[src/rtl/cfb_pkg.sv]
package cfb_pkg;
    localparam int ADDR_W   = 24;
    localparam int SIZE_W   = 24;
    localparam int DATA_W   = 32;
    localparam int MAX_BODY = 8;
    localparam int LEN_W    = 4;
    localparam int CRC_W    = 7;
    localparam logic [CRC_W-1:0] CRC_SEED = 7'h7F;
    localparam logic [CRC_W-1:0] CRC_POLY = 7'h09;

    typedef enum logic [7:0] {
        OP_BULK_WR   = 8'hC1,
        OP_BULK_RD   = 8'hC2,
        OP_LOCAL_WR  = 8'hC3,
        OP_LOCAL_RD  = 8'hC4,
        OP_STOP      = 8'hC5,
        OP_AGAIN     = 8'hC6,
        OP_XBULK_WR  = 8'hC7,
        OP_XBULK_RD  = 8'hC8,
        OP_WORD_WR   = 8'hC9,
        OP_WORD_RD   = 8'hCA,
        OP_RESTART   = 8'hCF
    } op_e;

    typedef logic [MAX_BODY-1:0][7:0] body_t;

    typedef struct packed {
        body_t            bytes;
        logic [LEN_W-1:0] len;
        logic             legal;
    } layout_t;

    // One byte into a CRC7 register, MSB first, bit by bit.
    function automatic logic [CRC_W-1:0] crc7_byte(input logic [CRC_W-1:0] c_in,
                                                   input logic [7:0] d);
        logic [CRC_W-1:0] c;
        logic fb;
        c = c_in;
        for (int i = 7; i >= 0; i--) begin
            fb = c[CRC_W-1] ^ d[i];
            c  = {c[CRC_W-2:0], 1'b0};
            if (fb) c = c ^ CRC_POLY;
        end
        return c;
    endfunction
endpackage

[src/rtl/cfb_layout.sv]
module cfb_layout
    import cfb_pkg::*;
(
    input  logic [7:0]        opcode,
    input  logic [ADDR_W-1:0] addr,
    input  logic [SIZE_W-1:0] size,
    input  logic [DATA_W-1:0] wdata,
    input  logic              clockless,
    output layout_t           lay
);
    logic [7:0] a_hi, a_mid, a_lo, a_int_hi;

    assign a_hi     = addr[23:16];
    assign a_mid    = addr[15:8];
    assign a_lo     = addr[7:0];
    assign a_int_hi = {addr[15] | clockless, addr[14:8]};

    always_comb begin
        lay.bytes    = '0;
        lay.len      = '0;
        lay.legal    = 1'b1;
        lay.bytes[0] = opcode;
        case (opcode)
            OP_WORD_RD: begin
                lay.bytes[3:1] = {a_lo, a_mid, a_hi};
                lay.len = 4'd4;
            end
            OP_WORD_WR: begin
                lay.bytes[3:1] = {a_lo, a_mid, a_hi};
                lay.bytes[7:4] = {wdata[7:0], wdata[15:8], wdata[23:16], wdata[31:24]};
                lay.len = 4'd8;
            end
            OP_LOCAL_RD: begin
                lay.bytes[3:1] = {8'h00, a_lo, a_int_hi};
                lay.len = 4'd4;
            end
            OP_LOCAL_WR: begin
                lay.bytes[2:1] = {a_lo, a_int_hi};
                lay.bytes[6:3] = {wdata[7:0], wdata[15:8], wdata[23:16], wdata[31:24]};
                lay.len = 4'd7;
            end
            OP_STOP, OP_AGAIN: begin
                lay.len = 4'd4;
            end
            OP_RESTART: begin
                lay.bytes[3:1] = {3{8'hFF}};
                lay.len = 4'd4;
            end
            OP_BULK_WR, OP_BULK_RD: begin
                lay.bytes[3:1] = {a_lo, a_mid, a_hi};
                lay.bytes[5:4] = {size[7:0], size[15:8]};
                lay.len = 4'd6;
            end
            OP_XBULK_WR, OP_XBULK_RD: begin
                lay.bytes[3:1] = {a_lo, a_mid, a_hi};
                lay.bytes[6:4] = {size[7:0], size[15:8], size[23:16]};
                lay.len = 4'd7;
            end
            default: begin
                lay.legal = 1'b0;
            end
        endcase
    end
endmodule

[src/rtl/cfb_crc7.sv]
module cfb_crc7
    import cfb_pkg::*;
(
    input  logic             clk,
    input  logic             rst,
    input  logic             seed,
    input  logic             step,
    input  logic [7:0]       din,
    output logic [CRC_W-1:0] crc
);
    always_ff @(posedge clk) begin
        if (rst || seed) crc <= CRC_SEED;
        else if (step)   crc <= crc7_byte(crc, din);
    end
endmodule

[src/rtl/cmd_frame_builder.sv]
module cmd_frame_builder
    import cfb_pkg::*;
(
    input  logic              clk,
    input  logic              rst,
    input  logic              req_valid,
    input  logic [7:0]        req_opcode,
    input  logic [ADDR_W-1:0] req_addr,
    input  logic [SIZE_W-1:0] req_size,
    input  logic [DATA_W-1:0] req_wdata,
    input  logic              req_clockless,
    input  logic              crc_enable,
    output logic              busy,
    output logic              err_pulse,
    output logic [LEN_W-1:0]  frame_len,
    output logic              out_valid,
    input  logic              out_ready,
    output logic [7:0]        out_data,
    output logic              out_last
);
    layout_t          lay;
    body_t            body_q;
    logic [LEN_W-1:0] blen_q, idx_q, total;
    logic             crc_on_q, busy_q, err_q;
    logic             accept, take, in_body;
    logic [CRC_W-1:0] crc;

    cfb_layout u_layout (
        .opcode    (req_opcode),
        .addr      (req_addr),
        .size      (req_size),
        .wdata     (req_wdata),
        .clockless (req_clockless),
        .lay       (lay)
    );

    assign accept  = req_valid && !busy_q;
    assign take    = busy_q && out_ready;
    assign total   = blen_q + {{(LEN_W-1){1'b0}}, crc_on_q};
    assign in_body = idx_q < blen_q;

    cfb_crc7 u_crc (
        .clk  (clk),
        .rst  (rst),
        .seed (accept),
        .step (take && in_body),
        .din  (body_q[idx_q[2:0]]),
        .crc  (crc)
    );

    always_ff @(posedge clk) begin
        if (rst) begin
            busy_q    <= 1'b0;
            err_q     <= 1'b0;
            idx_q     <= '0;
            blen_q    <= '0;
            crc_on_q  <= 1'b0;
            body_q    <= '0;
            frame_len <= '0;
        end else begin
            err_q <= accept && !lay.legal;
            if (accept && lay.legal) begin
                busy_q    <= 1'b1;
                idx_q     <= '0;
                body_q    <= lay.bytes;
                blen_q    <= lay.len;
                crc_on_q  <= crc_enable;
                frame_len <= lay.len + {{(LEN_W-1){1'b0}}, crc_enable};
            end else if (take) begin
                idx_q <= idx_q + 1'b1;
                if (idx_q == total - 1'b1) busy_q <= 1'b0;
            end
        end
    end

    assign busy      = busy_q;
    assign err_pulse = err_q;
    assign out_valid = busy_q;
    assign out_data  = in_body ? body_q[idx_q[2:0]] : {crc, 1'b0};
    assign out_last  = busy_q && (idx_q == total - 1'b1);
endmodule

[config.mk]
export PLATFORM = sky130hd
export DESIGN_NAME = cmd_frame_builder
export DESIGN_NICKNAME = d
export VERILOG_FILES = /design/src/rtl/cfb_pkg.sv /design/src/rtl/cfb_layout.sv /design/src/rtl/cfb_crc7.sv /design/src/rtl/cmd_frame_builder.sv
export SDC_FILE = /design/constraint.sdc
export NUM_CORES = 1
export LEC_CHECK = 0
export BUFFER_PORTS_ARGS = -buffer_cell sky130_fd_sc_hd__buf_2
export CAP_MARGIN = 20
export CORE_MARGIN = 2
export CORE_UTILIZATION = 40
export CTS_BUF_LIST = sky130_fd_sc_hd__clkbuf_8 sky130_fd_sc_hd__clkbuf_16
export DETAILED_ROUTE_END_ITERATION = 6
export MAX_ROUTING_LAYER = met4
export PLACE_DENSITY = 0.68
export SETUP_SLACK_MARGIN = 0.3
export SLEW_MARGIN = 20
export SYNTH_ARGS = -nofsm -noshare
export SYNTH_HDL_FRONTEND = slang
export SYNTH_SLANG_ARGS = --single-unit
[constraint.sdc]
create_clock -name clk -period 3.4 [get_ports clk]
set_input_delay 0.85 -clock clk [delete_from_list [all_inputs] [get_ports clk]]
set_output_delay 0.85 -clock clk [all_outputs]
set_load 0.1 [all_outputs]
**Word level (Yosys, flattened, before mapping)**

Index checks and enable logic that the tools add are counted.

- Register bits: 86
- Latch bits: 0
- RAM bits: 0
- Bits in read-only memories: 0
- Input port bits: 94
- Word-level logic and storage cells: 103
- Memories kept: 0

- Add/sub/neg operators: 4
- Multiply operators: 0
- Div/mod/pow operators: 0
- Order comparisons: 2
- Equal/unequal tests: 12
- Shift-type cells: 0
- Multiplexer cells: 34
- Bitwise operators: 17
- Reduce and logical (&&, ||, !) cells: 19

Operators with widths:

| cell | count |
|---|---|
| 7-bit two-way mux | 14 |
| 24-bit case mux with 4 select lines | 1 |
| 8-bit == test, second input constant | 11 |
| 16-bit case mux with 4 select lines | 1 |
| 4-bit two-way mux | 8 |
| 8-bit binary-select mux with 3-bit select | 1 |
| 8-bit two-way mux | 3 |
| 8-bit case mux with 3 select lines | 1 |
| 2-bit inverter | 8 |
| 4-bit case mux with 4 select lines | 1 |
| 11-bit OR reduction | 1 |
| 4-bit by 1-bit adder with 4-bit output | 2 |
| 1-bit XOR | 8 |
| 1-bit logical AND | 6 |
| 2-bit OR reduction | 3 |
| 6-bit OR reduction | 1 |
| 5-bit OR reduction | 1 |
| 4-bit by 1-bit adder with 4-bit output, second input constant | 1 |
| 4-bit == test | 1 |
| 3-bit by 4-bit < comparator with 1-bit output, second input constant | 1 |
| 4-bit < comparator | 1 |
| 1-bit two-way mux | 4 |
| 2-bit nonzero test | 2 |
| 4-bit by 1-bit subtractor with 4-bit output, second input constant | 1 |
| 5 further kinds | 6 |

**Longest topological paths before layout**

- Depth in word-level cells: 32
- Mapped depth: 9
- Mapped depth without buffers: 8

**By module**

From an unflattened synthesis, not the netlist that was laid out.

- Cell total of the unflattened synthesis: 651
- Area total of the unflattened synthesis: 5417.7 um^2

Modules (own cells, without submodules):

| module | times used | cells an instance | area each (um^2) | seq. area each (um^2) |
|---|---|---|---|---|
| cmd_frame_builder | 1 | 410 | 3626.0 | 1581.5 |
| cfb_layout | 1 | 196 | 1355.0 | 0.0 |
| cfb_crc7 | 1 | 45 | 436.7 | 140.1 |

**Least setup slack after synthesis**

No wires, ideal clock.

- Path type: register to output
- From: register idx_q[0]
- To: output out_data[3]
- Data arrival time: 3.620 ns
- Required time: 2.550 ns
- Path slack: -1.070 ns
- Cell stages (with the launch flop): 9
- Path buffers: 3
- Path through: dfxtp_1 buf_6 buf_6 nand2b_1 a21o_1 a21oi_1 o21ai_0 clkbuf_1 o21ai_0

- Cells in the longest elaborated chain, start to end: 3
- Elaborated cells on any way between the ends: 4
- Classes of those cells: order compare (1); mux (3)

RTL lines:

| element | line | source |
|---|---|---|
| start, declared | cmd_frame_builder.sv:23 | `logic [LEN_W-1:0] blen_q, idx_q, total;` |
| start signal, assigned | cmd_frame_builder.sv:70 | `idx_q <= idx_q + 1'b1;` |
| 8-bit binary-select mux with 3-bit select | cmd_frame_builder.sv:79 | `assign out_data = in_body ? body_q[idx_q[2:0]] : {crc, 1'b0};` |
| 8-bit two-way mux (implied by the code) | cmd_frame_builder.sv:79 |  |
| 8-bit two-way mux (*) | cmd_frame_builder.sv:79 |  |
| end, declared | cmd_frame_builder.sv:18 | `output logic [7:0] out_data,` |

Mark *: on every way between the ends. The rest lies on a longest branch, timed or not. The select of a mux whose other input is x is not followed.

**Worst setup path after layout**

- From: register idx_q[2]
- To: output out_data[7]

Same word-level chain as after synthesis.

==> impl_metrics.yaml <==
timing:
  hold_ws_ns: 0.455
  hold_violations: 0
  timing.final.ws_setup_ns: 0.396
  max_slew_margin_pct: 26.9
  fin_crit_sh_pct: 88.4
  fmax_mhz: 333
  rsz0062_at_grt: "true"
  fin_crit_ns: 3.00
  totalNegativeSetupSlack_ns: 0
  setup_viol: 0
  tightest_slew_ns: 1.09
  slew_viol_final: 0
  skew_ns: 0.00880
critical_path:
  crit_fanout: 22
  cp-end-kind: "output port"
  worstSetupPathType: "register to output port"
  worstPathArrival_ns: 2.15
  crit_required_ns: 2.55
  cp-start-kind: "register"
layout:
  fillers: 1341
  final_cells: 947
  final_cell_mix: "100 x buf_2, 85 x dfxtp_1, 66 x nand2_1"
  layout_commonest_cell: "buf_2"
  multi_input_area_sq_um: 3580
  final_cell_area_sq_um: 6820
  regArea_sq_um: 1720
  drive_above_1_share_pct: 26.5
  nets: 864
  area_delta_synth_final_pct: 22.4
  n_antenna_cell: 0
  postLayoutCoreUtil_pct: 49.7
power_and_ir_drop:
  combPwrFrac_pct: 16.6
  ir_drop_uv: 238
  power_frac_seq_pct: 42.5
  total_power_mw: 2.39
  leakage_nw: 2.64
  switchingPower_uw: 660
  p_sw_share_pct: 27.6
  clkPwrFrac_pct: 41.0
  internal_power_mw: 1.73
  pwr_density_cell_nw_per_um2: 350
synthesis:
  yosysTopAreaCellShare_pct: 30.9
  synth_edf_count: 0
  ys_seq_area_share_pct: 30.9
  syn_inst: 668
  synthArstFlopShare_pct: 0
  synthFlopType: "dfxtp_1"
  synthTopCellsByArea: "dfxtp_1 31%, a22oi_1 6.5%, a22o_1 6.3%, nand2_1 4.4%, a21oi_1 4.4%"
  yosysTopAreaCell: "dfxtp_1"
  yosys_warnings: 0
  ys_ff_latch: 86
  netlist_area_sq_um: 5570
  synth.distinct_cells: 55
  postSynthAreaPerCell_sq_um: 8.34
  syn_nets: 769
route:
  drt_iter0_drc: 492
  drcViolationCount: 0
  vias: 5491
  via_per_inst: 5.80
  drt_wl_total_um: 17300
  drt-pass1-iter-count: 6
  avgRoutedWirePerCell_um: 18.3
  ant_nets: 0
clock_tree:
  htreeDepth: 3
  cts_tree: "built"
  cts_buffers: 9
  holdBufCountCts: 0
  clkTransAtPathRegs_ns: 0.07
  cts_buffer_depth: 2
  cts_sinks: 86
  clk_latency_ns: 0.34
  root_buffer: "clkbuf_16"
global_routing:
  gr-total-overflow: 0
  grt_max_degree: 57
  grt_pass1_wl_um: 27100
  grt_pass1_vias: 4965
  antenna_found_initial: 0
  grt_use_total_pct: 24.1
floorplanning:
  dieArea_sq_um: 14900
  die_h_um: 122
  core_area_sq_um: 13700
  die_x_um: 122
  num_rows: 43
  ios: 110
  initial_core_util_pct: 40.6
flow_run:
  cap_violations: 0
place:
  dp.cells: 928
  io_buffers: 109
  gp_congestion: 0.866
  dpl_cell_area_sq_um: 6440
  hpwl_um: 13100
  place_ws_ns: 0.454
worst_hold_path:
  holdCritPathClass: "register to register"
run_status:
  outcome: "completed"
[metal layers]
metal,vias up,GRT usage (%),wire (um)
met5,-,-,0
met3,25,2.57,1060
li1,2672,-,-
met2,209,35.6,7700
met1,2585,34.9,8190
met4,0,6.97,369
[what timing repair did]
action                     4_1_cts  5_1_grt
setup endpoints to repair        5        9
cloned                           0        1
buffers inserted                 0        2
gates resized for setup          4        9
pin swaps                        0        1
[layout make-up]
class	instances	share of cell area, %
multi-input cells	506	52.5
flip-flops and latches	86	25.3
repair buffers	141	13.7
clock buffers	9	3.30
well taps	180	3.30
inverters	19	1.05
clock inverters	6	0.917
[critical path: stages (launching register included)]
cell     delay (ns)
dfxtp_1        0.35
buf_6          0.26
mux4_2         0.54
mux2i_2        0.31
o21ai_1        0.15
buf_12         0.19
[synthesized netlist by cell type, drive strengths merged (12+ instances only)]
| master | number |
|---|---|
| a21oi | 49 |
| a22o | 40 |
| a22oi | 48 |
| buf | 26 |
| clkbuf | 31 |
| dfxtp | 86 |
| inv | 19 |
| mux2 | 19 |
| mux2i | 25 |
| nand2 | 66 |
| nor2 | 50 |
| nor3 | 19 |
| o21ai | 57 |
| o22ai | 12 |
| o2bb2ai | 22 |
| xnor2 | 14 |
[path summary, 6_finish.rpt]
| check | cells past startpoint | slack, ns | startpoint | end |
|---|---|---|---|---|
| max | 5 | 0.40 | idx_q[2] | out_data[7] |
| min | 1 | 0.45 | body_q[6] | body_q[6] |
| max reg2reg | 7 | 0.97 | idx_q[2] | u_crc.crc[6] |
| min reg2reg | 1 | 0.45 | body_q[6] | body_q[6] |
[sequential cells by signal (all words and copies together) (netlist names)]
signal and cells:
crc_on_q 1, frame_len 4, u_crc.crc 7, busy 1, body_q 64, blen_q 4
idx_q 4, err_pulse 1
[power by group through the flow]
stage	Combinational, mW	Sequential (mW)	Clock (mW)
global placement	0.384	1.04	0
finish	0.396	1.01	0.979
global route	0.431	1.01	1.04
floorplan	0.222	1.04	0
detailed placement	0.385	1.04	0
CTS	0.387	1.01	0.990
[cell families (layout without fill, tap and decap cells)]
kind of cell    count (synthesis)  in the layout  synth area share (%)
fa+ha+maj                       7              7                  1.57
buf+inv                        76            175                  6.00
flops                          86             86                  30.9
simple gates                  172            172                  14.2
xor+xnor                       24             24                  4.67
mux                            53             53                  12.3
compound gates                250            250                  30.4
Note: power is estimated with default switching activity, not from simulation.
